<file path="config.mk">
export PLATFORM = sky130hd
export DESIGN_NAME = avp_filter
export DESIGN_NICKNAME = d
export VERILOG_FILES = /design/src/rtl/avp_pkg.sv /design/src/rtl/avp_decode.sv /design/src/rtl/avp_timer.sv /design/src/rtl/avp_ctrl.sv /design/src/rtl/avp_filter.sv
export SDC_FILE = /design/constraint.sdc
export NUM_CORES = 1
export LEC_CHECK = 0
export BUFFER_PORTS_ARGS = -buffer_cell sky130_fd_sc_hd__buf_2
export CAP_MARGIN = 0
export CORE_MARGIN = 1.5
export CORE_UTILIZATION = 40
export CTS_CLUSTER_SIZE = 20
export DETAILED_ROUTE_END_ITERATION = 12
export MAX_ROUTING_LAYER = met4
export SETUP_SLACK_MARGIN = 0.2
export SYNTH_ARGS = -nofsm -noshare
export SYNTH_HDL_FRONTEND = slang
export SYNTH_SLANG_ARGS = --single-unit
</file>
<file path="constraint.sdc">
create_clock -name clk -period 1.9 [get_ports clk]
set_input_delay 0.285 -clock clk [delete_from_list [all_inputs] [get_ports clk]]
set_output_delay 0.285 -clock clk [all_outputs]
set_load 0.03 [all_outputs]
</file>
<file path="src/rtl/avp_pkg.sv">
package avp_pkg;

  typedef enum logic [1:0] {
    ST_EMPTY = 2'd0,
    ST_HOLD  = 2'd1,
    ST_MASK  = 2'd2,
    ST_DEAD  = 2'd3
  } avp_state_e;

  // A pair is a legal code when the two lines disagree.
  function automatic logic pair_legal(logic t, logic c);
    return t ^ c;
  endfunction

  // Consecutive-illegal counter step, saturating at cap.
  function automatic int unsigned run_step(int unsigned cur, int unsigned cap, logic bad);
    if (!bad) return 0;
    if (cur >= cap) return cap;
    return cur + 1;
  endfunction

  // Run is over the limit when the count already holds 'cap' illegal samples.
  function automatic logic run_over(int unsigned cur, int unsigned cap, logic bad);
    return bad && (cur >= cap);
  endfunction

endpackage

</file>
<file path="src/rtl/avp_decode.sv">
module avp_decode (
  input  logic line_true,
  input  logic line_comp,
  output logic code_ok,
  output logic code_val
);
  import avp_pkg::*;

  assign code_ok  = pair_legal(line_true, line_comp);
  assign code_val = line_true;

endmodule

</file>
<file path="src/rtl/avp_timer.sv">
module avp_timer #(
  parameter int unsigned LIMIT_SAMPLES = 29
) (
  input  logic clk,
  input  logic rst_n,
  input  logic strobe,
  input  logic bad,
  output logic expire
);
  import avp_pkg::*;

  localparam int unsigned CNT_W = (LIMIT_SAMPLES < 1) ? 1 : $clog2(LIMIT_SAMPLES + 1);

  logic [CNT_W-1:0] run_q;

  always_ff @(posedge clk) begin
    if (!rst_n) begin
      run_q <= '0;
    end else if (strobe) begin
      run_q <= CNT_W'(run_step(32'(run_q), LIMIT_SAMPLES, bad));
    end
  end

  assign expire = strobe && run_over(32'(run_q), LIMIT_SAMPLES, bad);

endmodule

</file>
<file path="src/rtl/avp_ctrl.sv">
module avp_ctrl (
  input  logic clk,
  input  logic rst_n,
  input  logic strobe,
  input  logic code_ok,
  input  logic code_val,
  input  logic expire,
  input  logic flt_any,
  output logic bit_q,
  output logic valid_q,
  output logic fault_q,
  output logic chg_q
);
  import avp_pkg::*;

  avp_state_e st_q, st_d;
  logic bit_d, valid_d, fault_d, chg_d;

  always_comb begin
    st_d    = st_q;
    bit_d   = bit_q;
    valid_d = valid_q;
    fault_d = 1'b0;
    chg_d   = 1'b0;
    if (strobe && (st_q != ST_DEAD)) begin
      if (flt_any || expire) begin
        st_d    = ST_DEAD;
        bit_d   = 1'b0;
        valid_d = 1'b0;
        fault_d = 1'b1;
      end else if (code_ok) begin
        chg_d   = (st_q != ST_EMPTY) && (code_val != bit_q);
        bit_d   = code_val;
        valid_d = 1'b1;
        st_d    = ST_HOLD;
      end else if (st_q != ST_EMPTY) begin
        st_d = ST_MASK;
      end
    end
  end

  always_ff @(posedge clk) begin
    if (!rst_n) begin
      st_q    <= ST_EMPTY;
      bit_q   <= 1'b0;
      valid_q <= 1'b0;
      fault_q <= 1'b0;
      chg_q   <= 1'b0;
    end else begin
      st_q    <= st_d;
      bit_q   <= bit_d;
      valid_q <= valid_d;
      fault_q <= fault_d;
      chg_q   <= chg_d;
    end
  end

endmodule

</file>
<file path="src/rtl/avp_filter.sv">
module avp_filter #(
  parameter int unsigned LIMIT_SAMPLES = 29
) (
  input  logic clk,
  input  logic rst_n,
  input  logic smp_stb,
  input  logic line_true,
  input  logic line_comp,
  input  logic bnc_flt_true,
  input  logic bnc_flt_comp,
  output logic bit_out,
  output logic bit_valid,
  output logic fault_evt,
  output logic change_evt
);

  // Named internal events, brought out for the checker.
  logic code_ok_w;
  logic code_val_w;
  logic expire_w;
  logic flt_any_w;

  assign flt_any_w = bnc_flt_true | bnc_flt_comp;

  avp_decode u_decode (
    .line_true (line_true),
    .line_comp (line_comp),
    .code_ok   (code_ok_w),
    .code_val  (code_val_w)
  );

  avp_timer #(.LIMIT_SAMPLES(LIMIT_SAMPLES)) u_timer (
    .clk    (clk),
    .rst_n  (rst_n),
    .strobe (smp_stb),
    .bad    (~code_ok_w),
    .expire (expire_w)
  );

  avp_ctrl u_ctrl (
    .clk      (clk),
    .rst_n    (rst_n),
    .strobe   (smp_stb),
    .code_ok  (code_ok_w),
    .code_val (code_val_w),
    .expire   (expire_w),
    .flt_any  (flt_any_w),
    .bit_q    (bit_out),
    .valid_q  (bit_valid),
    .fault_q  (fault_evt),
    .chg_q    (change_evt)
  );

endmodule

</file>
## Word-level counts from Yosys, hierarchy flattened

Cells that the tools add are included.

- $add $sub $neg: 1
- Magnitude comparators: 1
- Equal/unequal tests: 2
- Mux-type cells: 18
- Bitwise gates (word level): 5
- Reduce and logical (&&, ||, !) cells: 12

Operators by type and width:

| kind | number |
|---|---|
| 5-bit two-way mux | 3 |
| 1-bit two-way mux | 12 |
| 2-bit two-way mux | 3 |
| 2-bit AND reduction | 3 |
| 5-bit by 1-bit adder with 5-bit output (second input constant) | 1 |
| 5-bit greater-or-equal comparator (second input constant) | 1 |
| 1-bit logical AND | 4 |
| 2-bit nonzero test | 2 |
| 4-bit OR reduction | 1 |
| 1-bit NOT | 3 |
| 3-bit nonzero test | 1 |
| 2-bit != test (second input constant) | 1 |
| 1-bit logical OR | 1 |
| 1-bit != test | 1 |
| 1-bit OR | 1 |
| 1-bit XOR | 1 |

- Bits in registers: 11
- Input port bits: 7
- Output and inout bits: 4
- Logic and storage cells: 45

## Logic depth before layout (Yosys ltp)

- Word-level depth: 9
- Mapped depth: 6
- Mapped depth without buffers: 6

## Cells and area by module

A second synthesis with hierarchy kept.

- Cells, all modules: 63
- Area, all modules: 565.5 µm²

By module, submodules not included:

| module | times used | cells each | area an instance (µm²) | sequential area each (µm²) |
|---|---|---|---|---|
| avp_timer | 1 | 31 | 271.5 | 100.1 |
| avp_ctrl | 1 | 28 | 267.8 | 120.1 |
| avp_decode | 1 | 2 | 16.3 | 0.0 |
| avp_filter | 1 | 2 | 10.0 | 0.0 |

## Worst setup path before layout

OpenSTA, ideal clock, no wires.

- Kind: register to register
- From: register u_timer.run_q[1]
- To: register u_ctrl.st_q[1]
- Library setup time: 125 ps
- Data arrival time: 1448 ps
- Data required time: 1775 ps
- Slack: 327 ps
- Cell stages (with the launch flop): 7
- Path buffers: 0
- Period minus slack after synthesis: 1573 ps
- Cell sequence: dfxtp_1 -> inv_1 -> ha_1 -> or3_4 -> a311oi_2 -> nor3b_2 -> a211oi_1

- Longest elaborated chain between the ends: 6
- Elaborated cells between the ends (all ways): 7
- Classes of those cells: order compare: 1; mux: 1; reduce/logical: 5

Ends and longest elaborated chain:

| what | RTL line | RTL |
|---|---|---|
| start: declaration | avp_timer.sv:14 | `logic [CNT_W-1:0] run_q;` |
| start signal: assignment | avp_timer.sv:20 | `run_q <= CNT_W'(run_step(32'(run_q), LIMIT_SAMPLES, bad));` |
| 5-bit greater-or-equal comparator (*) | avp_pkg.sv:24 | `return bad && (cur >= cap);` |
| 1-bit logical AND (*) | avp_pkg.sv:24 |  |
| 1-bit logical AND (*) | avp_timer.sv:24 | `assign expire = strobe && run_over(32'(run_q), LIMIT_SAMPLES, bad);` |
| 1-bit logical OR (*) | avp_ctrl.sv:26 | `if (flt_any \|\| expire) begin` |
| 3-bit nonzero test (no line) | - |  |
| 2-bit AND reduction (no line) | - |  |
| end signal: assignment | avp_ctrl.sv:50 | `st_q <= st_d;` |
| end: declaration | avp_ctrl.sv:16 | `avp_state_e st_q, st_d;` |

Every way passes the cells marked *; elsewhere a longest branch is shown, timed or not.
A chain may end at the register's enable or synchronous reset.

## Worst setup path after layout

Same ends and word-level chain as after synthesis.

==> run_results.csv <==
group,metric,value,unit
layout,final_nets,92,
clock_tree,clock_latency,0.27,ns
sta,worstMarginPinSlew,0.443,ns
synth,yosys-top-cells-area,"dfxtp_1 (37%), nand2_1 (6.3%), ha_1 (4.2%)",
sta,final.setup.tns,0,ns
die,core_area,1350,µm²
die,fp.dieW,41.7,µm
synth,synth_top_area_share,36.7,%
synth,synth.most_common_cell,"dfxtp_1",
setup_path,path_max_fanout,6,
grt,grt_pass1_vias,481,
sta,setup_ws,0.242,ns
synth,yosys-top-cells-count,"dfxtp_1 (11), nand2_1 (10), nand4_1 (4), nor2_1 (4)",
layout,regArea,221,µm²
setup_path,worst-setup-path-type,"flop to flop",
layout,multi_input_area,368,µm²
pwr,p_leak,0.000277,µW
routing,wl,1.22,mm
layout,final_core_util,51.5,%
routing,firstDrtPassIters,3,
worst_hold_path,hold_class,"primary input to flop",
synth,yosysWarnings,0,
clock_tree,clk_pin_slew_worst_paths,0.07,ns
routing,drtAntennaViolNets,0,
layout,final_layout_size_suffix_gt1_share,24.4,%
layout,syn_to_final_growth,16.1,%
clock_tree,cts-root-buf,"clkbuf_4",
routing,wl_per_cell,12.6,µm
setup_path,critPathTopFamily,"simple AND/OR/NAND/NOR gates",
die,die_y,41.7,µm
sta,period_needed,1.66,ns
pwr,vdd_drop_max,324,µV
synth,synth_top_cell_by_area,"dfxtp_1",
grt,grt_pass1_wl,2.01,mm
grt,antenna_found_initial,0,
place,gp_congestion,0.741,
clock_tree,clock-sinks,11,
routing,num_vias,536,
routing,route.detailed.drc,0,
routing,drt_iter0_markers,2,
synth,ys_ff_latch,11,
die,start_util,44.4,%
synth,async_flop_share,0,%
die,dieArea,1740,µm²
place,placed_area,657,µm²
die,io_pins,11,
setup_path,crit_slowest_cell,"dfxtp_2",
synth,avgSynthCellArea,8.56,µm²
place,port_buffers,10,
sta,drv_slew,0,
die,core.rowCount,13,
sta,setup_viol,0,
sta,timing.fmax,603,MHz
sta,relSlewSlack,70.5,%
layout,fillCellCount,129,
clock_tree,cts_tree,"yes",
synth,synth_flop_cell,"dfxtp_1",
grt,grt_usage,15.7,%
grt,grt_max_degree,14,
setup_path,critPathArrivalTime,1.81,ns
place,preCtsSetupSlack,0.208,ns
job,drv_cap,0,
setup_path,r2r_slack,0.24,ns
sta,hold_viol,0,
setup_path,cp-end-kind,"flop",
clock_tree,cts_made_buffers,3,
clock_tree,clk_path_buf_depth,2,
setup_path,crit_required,2.06,ns
synth,synth_fp_nets,79,
clock_tree,hold_buffers,0,
synth,ys_types,31,
setup_path,crit_chain,"inv_1 > ha_1 > or3_4 > a311oi_4 > nor3b_2 > a211oi_1",
synth,synthCells,70,
place,dp_hpwl,892,µm
synth,syn_area,599,µm²
layout,diodes,0,
setup_path,worst-path-buf-inv,1,
synth,synth.yosys.seq_area_share,36.7,%
sta,finalClockSkew,0.00151,ns
pwr,powerDensity,701,nW/µm²
sta,fin_crit_sh,87.3,%
routing,viasPerCell,5.53,
synth,synth-edff-count,0,
clock_tree,cts_htree_levels,1,
setup_path,slowest_delay,0.37,ns
sta,rsz0062_at_grt,"false",
layout,fin_area,696,µm²
outcome,status,"finished clean",
setup_path,cp-start-kind,"flop",
grt,overflow,0,
[power breakdown]
| part | leakage (µW) | internal [µW] | switching [µW] |
|---|---|---|---|
| Clock | 0.0000150 | 81.3 | 79.3 |
| Sequential | 0.0000902 | 239 | 10.9 |
| Combinational | 0.000172 | 30.9 | 46.1 |
| Total | 0.000277 | 352 | 136 |
[layout make-up]
| type | instances | area share [%] |
|---|---|---|
| well taps | 15 | 2.70 |
| repair buffers | 10 | 7.19 |
| inverters | 3 | 1.62 |
| multi-input cells | 54 | 52.9 |
| clock buffers | 4 | 3.78 |
| flip-flops and latches | 11 | 31.8 |
[routing by layer]
layer | global-route usage (%) | wire length (µm) | up-vias
met5 | - | 0 | -
met2 | 25.6 | 580 | 15
met1 | 17.7 | 548 | 235
met3 | 6.52 | 68 | 4
met4 | 3.87 | 27 | 0
li1 | - | - | 282
[registers in the layout, summed over array words and instances, names as in the netlist]
register / flops
u_ctrl.bit_q: 1
u_ctrl.chg_q: 1
u_ctrl.fault_q: 1
u_ctrl.st_q: 2
u_ctrl.valid_q: 1
u_timer.run_q: 5
[worst reg2reg max path, cell delays in order (launching register included)]
cell and delay (ns):
dfxtp_2 0.37, inv_1 0.05, ha_1 0.17, or3_4 0.36, a311oi_4 0.32, nor3b_2 0.21
a211oi_1 0.06
[metrics by stage]
| step | hold WS [ns] | cells | total power, µW |
|---|---|---|---|
| after floorplan | 0.456 | 70 | 308 |
| after global placement | 0.503 | 93 | 328 |
| after detailed placement | 0.505 | 93 | 328 |
| after CTS | 0.328 | 97 | 493 |
| after global routing | 0.335 | 97 | 517 |
| final | 0.333 | 97 | 488 |
[placed cells by master, fill, tap and decap left out]
| master | n |
|---|---|
| and3_1 | 1 |
| clkbuf_1 | 1 |
| a41o_2 | 1 |
| nor3_1 | 1 |
| o22ai_1 | 1 |
| xor2_2 | 1 |
| nand2_1 | 10 |
| ha_1 | 2 |
| a31o_1 | 1 |
| a311oi_4 | 1 |
| nand3_1 | 3 |
| nor4_1 | 1 |
| a21boi_1 | 1 |
| inv_1 | 3 |
| nor3b_2 | 1 |
| nor3b_1 | 1 |
| a21oi_1 | 3 |
| nor2_1 | 4 |
| xnor2_1 | 2 |
| o211ai_1 | 1 |
| and3_4 | 1 |
| nand4b_1 | 1 |
| buf_2 | 10 |
| a211oi_1 | 2 |
| dfxtp_2 | 1 |
| nor2b_1 | 3 |
| dfxtp_1 | 10 |
| o21ai_0 | 2 |
| nand4_1 | 4 |
| clkbuf_4 | 3 |
| or2_0 | 1 |
| or3_4 | 1 |
| o21ai_1 | 3 |
[final timing paths]
kind	startpoint	endpoint	cells after the start
worst min-delay path	line_comp	u_ctrl.bit_q	3
worst max-delay path	u_timer.run_q[1]	u_ctrl.st_q[1]	6
worst min register to register	u_ctrl.bit_q	u_ctrl.bit_q	2
worst max register to register	u_timer.run_q[1]	u_ctrl.st_q[1]	6
[cell families after synthesis]
group	synth area share, %
adder cells (fa/ha/maj)	4.17
AO/OA/AOI/OAI	18.6
XOR/XNOR	5.64
AND/OR/NAND/NOR	31.1
buffers and inverters	3.76
flip-flops	36.7
[what timing repair did]
item	CTS	global route
gates resized for setup	1	1
setup endpoints to repair	1	1
gates cloned	0	0
pin swaps	0	0
buffers inserted	0	0
(Power assumes the default switching activity.)
